===== src/rtl/rvq_pkg.sv =====
package rvq_pkg;

  localparam int RVQ_TAG_W   = 5;
  localparam int RVQ_DATA_W  = 32;
  localparam int RVQ_DEPTH   = 64;
  localparam int RVQ_PEND    = 4;
  localparam int RVQ_IDX_W   = 16;

  typedef enum logic [1:0] {
    FK_NONE  = 2'd0,
    FK_VALUE = 2'd1,
    FK_TAG   = 2'd2
  } fault_kind_e;

  function automatic int clog2_min1(input int n);
    return (n <= 2) ? 1 : $clog2(n);
  endfunction

endpackage


===== src/rtl/rvq_compare.sv =====
module rvq_compare
  import rvq_pkg::*;
#(
  parameter int TAG_W      = 5,
  parameter int DATA_W     = 32,
  parameter int PEND_DEPTH = 4,
  parameter int IDX_W      = 16
) (
  input  logic              clk,
  input  logic              rst,
  input  logic              in_valid,
  input  logic [TAG_W-1:0]  in_tag,
  input  logic [DATA_W-1:0] in_value,
  input  logic              cmt_valid,
  input  logic [TAG_W-1:0]  cmt_tag,
  input  logic [DATA_W-1:0] cmt_value,
  output logic              pend_room,
  output logic              fault,
  output logic [1:0]        fault_kind,
  output logic [IDX_W-1:0]  fail_idx
);

  localparam int PP_W = clog2_min1(PEND_DEPTH);
  localparam int PC_W = $clog2(PEND_DEPTH + 1);

  logic [TAG_W-1:0]  p_tag [PEND_DEPTH];
  logic [DATA_W-1:0] p_val [PEND_DEPTH];
  logic [PP_W-1:0]   p_wr;
  logic [PP_W-1:0]   p_rd;
  logic [PC_W-1:0]   p_cnt;
  logic [IDX_W-1:0]  seq;
  fault_kind_e       kind_q;

  logic              cmt_acc;
  logic              tag_bad;
  logic              val_bad;
  logic [PC_W:0]     occ;

  function automatic logic [PP_W-1:0] bump(input logic [PP_W-1:0] p);
    return (p == PP_W'(PEND_DEPTH - 1)) ? '0 : p + 1'b1;
  endfunction

  assign occ       = {1'b0, p_cnt} + {{PC_W{1'b0}}, in_valid};
  assign pend_room = (occ < (PC_W + 1)'(PEND_DEPTH));
  assign cmt_acc   = cmt_valid && (p_cnt != '0);
  assign tag_bad   = (p_tag[p_rd] != cmt_tag);
  assign val_bad   = (p_val[p_rd] != cmt_value);

  always_ff @(posedge clk) begin
    if (in_valid) begin
      p_tag[p_wr] <= in_tag;
      p_val[p_wr] <= in_value;
    end
  end

  always_ff @(posedge clk) begin
    if (rst) begin
      p_wr  <= '0;
      p_rd  <= '0;
      p_cnt <= '0;
    end else begin
      if (in_valid) p_wr <= bump(p_wr);
      if (cmt_acc)  p_rd <= bump(p_rd);
      unique case ({in_valid, cmt_acc})
        2'b10:   p_cnt <= p_cnt + 1'b1;
        2'b01:   p_cnt <= p_cnt - 1'b1;
        default: p_cnt <= p_cnt;
      endcase
    end
  end

  always_ff @(posedge clk) begin
    if (rst) begin
      seq      <= '0;
      fault    <= 1'b0;
      kind_q   <= FK_NONE;
      fail_idx <= '0;
    end else if (cmt_acc) begin
      seq <= seq + 1'b1;
      if (!fault && (tag_bad || val_bad)) begin
        fault    <= 1'b1;
        fail_idx <= seq;
        kind_q   <= tag_bad ? FK_TAG : FK_VALUE;
      end
    end
  end

  assign fault_kind = kind_q;

  AST_FAULT_STICKY: assert property (@(posedge clk) disable iff (rst)
    fault |=> fault);
  AST_FIRST_ONLY: assert property (@(posedge clk) disable iff (rst)
    fault |=> ($stable(fail_idx) && $stable(fault_kind)));
  AST_IDLE_COMMIT: assert property (@(posedge clk) disable iff (rst)
    (cmt_valid && (p_cnt == '0) && !fault) |=> !fault);
  AST_PEND_NO_OVERRUN: assert property (@(posedge clk) disable iff (rst)
    in_valid |-> (p_cnt < PC_W'(PEND_DEPTH)));

endmodule


===== config.mk =====
export PLATFORM = sky130hd
export DESIGN_NAME = rvq_compare
export DESIGN_NICKNAME = d
export VERILOG_FILES = /design/src/rtl/rvq_pkg.sv /design/src/rtl/rvq_compare.sv
export SDC_FILE = /design/constraint.sdc
export NUM_CORES = 1
export LEC_CHECK = 0
export BUFFER_PORTS_ARGS = -buffer_cell sky130_fd_sc_hd__buf_2
export CAP_MARGIN = 20
export CORE_AREA = 5 5 127 129
export CTS_CLUSTER_DIAMETER = 100
export DETAILED_ROUTE_END_ITERATION = 8
export DIE_AREA = 0 0 132 134
export GPL_TIMING_DRIVEN = 0
export PLACE_DENSITY = 0.73
export RECOVER_POWER = 100
export SLEW_MARGIN = 20
export SYNTH_ARGS = -nofsm -noshare
export SYNTH_HDL_FRONTEND = slang
export SYNTH_SLANG_ARGS = --single-unit

===== constraint.sdc =====
create_clock -name clk -period 3.4 [get_ports clk]
set_input_delay 0.17 -clock clk [delete_from_list [all_inputs] [get_ports clk]]
set_output_delay 0.17 -clock clk [all_outputs]
set_load 0.01 [all_outputs]

==> reports/metrics.cfg <==
[outcome]
status=finished, violations left
violations=capacitance limit, slew limit

[power_and_ir_drop]
power_leakage_nw=3.05
finalPower_mw=5.59
peakVddDrop_mv=0.535
p_per_area_nw_per_um2=587

[grt]
grt_overflow_total=0
grt_pass1_wl_mm=27.2
grt_max_degree=26
grt_pass1_vias=5114
antenna_found_initial=1
grtUsageTotal_pct=19.7

[drt]
avgRoutedWirePerCell_um=19.7
routed_wl_mm=16.9
vias=4949
drc_errors=0
firstDrtPassIters=5
route.layer.met1.wl_mm=6.62
wl_met3_mm=1.29
met2WireLength_mm=8.73
highest_layer=met5
vias_per_cell=5.78
ant_nets=0
drtIter0Drc=431

[synth]
synth_cells=497
seq_area_frac_synth_pct=67.1
yosysWarnings=0
synth_ff_type=edfxtp_1
synth_edf_count=148
mappedNetlistArea_um2=7930
syn_avg_cell_area_um2=16.0
ys_types=38
synthArstFlopShare_pct=0
syn_nets=583
yosys_register_bits=192

[cells_and_area]
num-nets-final=739
fin_area_um2=9520
num-fill-cells=1070
synthToLayoutAreaGrowth_pct=20.0
drive_above_1_share_pct=18.3

[floorplan]
die-area_um2=17700
row_count=45
start_util_pct=53.2
ioPinCount=98
die_w_um=132
die-height_um=134
core_area_um2=14900

[clocking]
cts_tree=built
insertion_delay_ps=430
clk_pin_slew_worst_paths_ps=70
h-tree-depth=4
cts_buffer_depth=2
cts_root_buf=clkbuf_16
cts_buffers=17
cts_num_sinks=192

[sta]
final-setup-viol-count=0
rsz0062_at_grt=no
slew_headroom_pct=-7.00
timing.fmax_ghz=0.325
timing.final.crit_share_pct=90.6
final-hold-violation-count=0
final.min_clock_period_ps=3080
finClkSkew_ps=7.14
maxSlewViolCount=26
worst_slack_ps=321
worst_pin_slew_ps=1610
holdWs_ps=70.0

[critical_path]
slowest_delay_ps=1060
endpoint_kind=flop
crit_start=p_wr[0]$_SDFFE_PP0P_
reg2reg_depth=4
cp_data_required_time_ps=3440
slowest_stage=clkbuf_1
crit_buf_inv=2
cpLargestDelayFamily=buffers and inverters
arrival_ps=3120
crit_path_start_kind=flop
criticalPathCategory=reg -> reg
reg2reg_from=p_wr[0]$_SDFFE_PP0P_
reg2reg_slack_ps=320
worstPathMaxFanout=20
path_cells=inv_1 -> ha_1 -> and2_0 -> clkbuf_1
r2r_end=p_val[0][3]$_DFFE_PP_

[min_path]
hp-start=in_valid
min_path_cells=3
min_path_type=in -> reg
min_to=p_wr[1]$_SDFFE_PP0P_

[place]
dpl.hpwl_mm=11.3
place_congestion=0.850
placed_area_um2=8760
port_buffers=97
place_ws_ps=-284

[job]
drv_cap=1

[worst max path at each step]
| stage | end | slack [ps] | cells after the start |
|---|---|---|---|
| 2_1_floorplan | fault$_SDFFE_PP0P_ | 670 | 10 |
| 3_3_place_gp | fail_idx[6]$_SDFFE_PP0P_ | -190 | 9 |
| 3_5_place_dp | fail_idx[12]$_SDFFE_PP0P_ | -280 | 9 |
| 4_1_cts | fail_idx[12]$_SDFFE_PP0P_ | 70 | 8 |
| 5_1_grt | fail_idx[8]$_SDFFE_PP0P_ | 60 | 9 |
| 6_report | p_val[0][3]$_DFFE_PP_ | 320 | 4 |
[tightest hold or removal path, cell delays in order]
cell and delay, ps:
buf_2 140, mux2i_1 80, nor2_1 70
[stage by stage]
stage / setup TNS (ps) / utilization [%] / cells
after floorplan: 0 / - / 497
after global routing: 0 / 63.8 / 854
after detailed placement: -2490 / 58.7 / 786
final: 0 / 63.8 / 856
after global placement: -1860 / 58.0 / 782
after CTS: 0 / 64.8 / 854
[Yosys cell counts, drive strengths merged (15+ instances only)]
library cell  count  share of area (%)
edfxtp          148                 56
dfxtp            44                 11
mux4             37                 11
xnor2            36                4.0
nand2            30                1.4
o21ai            21                1.3
nor2             20               0.95
a32oi            16                1.8
clkbuf           16               0.76
o311ai           16                1.8
nor3b            15                1.4
xor2             15                1.7
[layout by cell type (no fill, tap or decap), types with 15 or more instances in the layout]
master and n:
dlygate4sd3_1 37, buf_2 43, edfxtp_1 148, clkbuf_16 17, clkbuf_1 75, nor2_1 20, nand2_1 30, xnor2_1 36
a32oi_1 16, nor3b_1 15, dfxtp_1 43, mux4_2 37, xor2_1 15, o21ai_1 16
[report_power, final]
part,internal [mW],switching (mW)
Clock,0.970,0.870
Combinational,0.506,0.529
Sequential,2.65,0.0659
[final cells by class]
| class | count | area [um^2] | share of cell area [%] |
|---|---|---|---|
| Clock buffer | 19 | 443 | 4.65 |
| Clock inverter | 13 | 100 | 1.05 |
| Buffer | 26 | 153 | 1.60 |
| Multi-Input combinational cell | 269 | 2430 | 25.5 |
| Timing Repair Buffer | 138 | 800 | 8.39 |
| Tap cell | 188 | 235 | 2.47 |
| Sequential cell | 192 | 5330 | 55.9 |
| Antenna cell | 2 | 5.00 | 0.0525 |
| Inverter | 9 | 33.8 | 0.355 |
[timing repair]
action,in CTS,in global routing
endpoints found under the hold margin,148,0
hold buffers,37,0
resized for setup,3,2
endpoints found under the setup margin,17,10
setup buffers,0,0
[sequential cells by signal, summed over array words and instances, names as in the netlist, named ones only]
signal and flops:
seq 16, p_tag 20, fail_idx 16, p_cnt 3, p_val 128, fault 1
p_wr 2, p_rd 2, fault_kind 2
[cell families (layout without fill, tap and decap cells)]
group	Yosys count	count (layout)	share of synthesized area (%)
AND/OR/NAND/NOR	105	105	7.05
multiplexers	38	38	10.6
flip-flops	192	192	67.1
adder cells (fa/ha/maj)	8	8	1.36
buffers and inverters	36	205	2.35
XOR/XNOR	51	51	5.63
other	0	2	0
AO/OA/AOI/OAI	67	67	5.87
[layer usage]
metal / up-vias / track usage (%)
met1: 2469 / 24.2
li1: 2263 / -
met5: - / 0
met4: 2 / 6.29
met2: 195 / 33.3
met3: 20 / 6.34
Power figures use the tool's default switching activity.
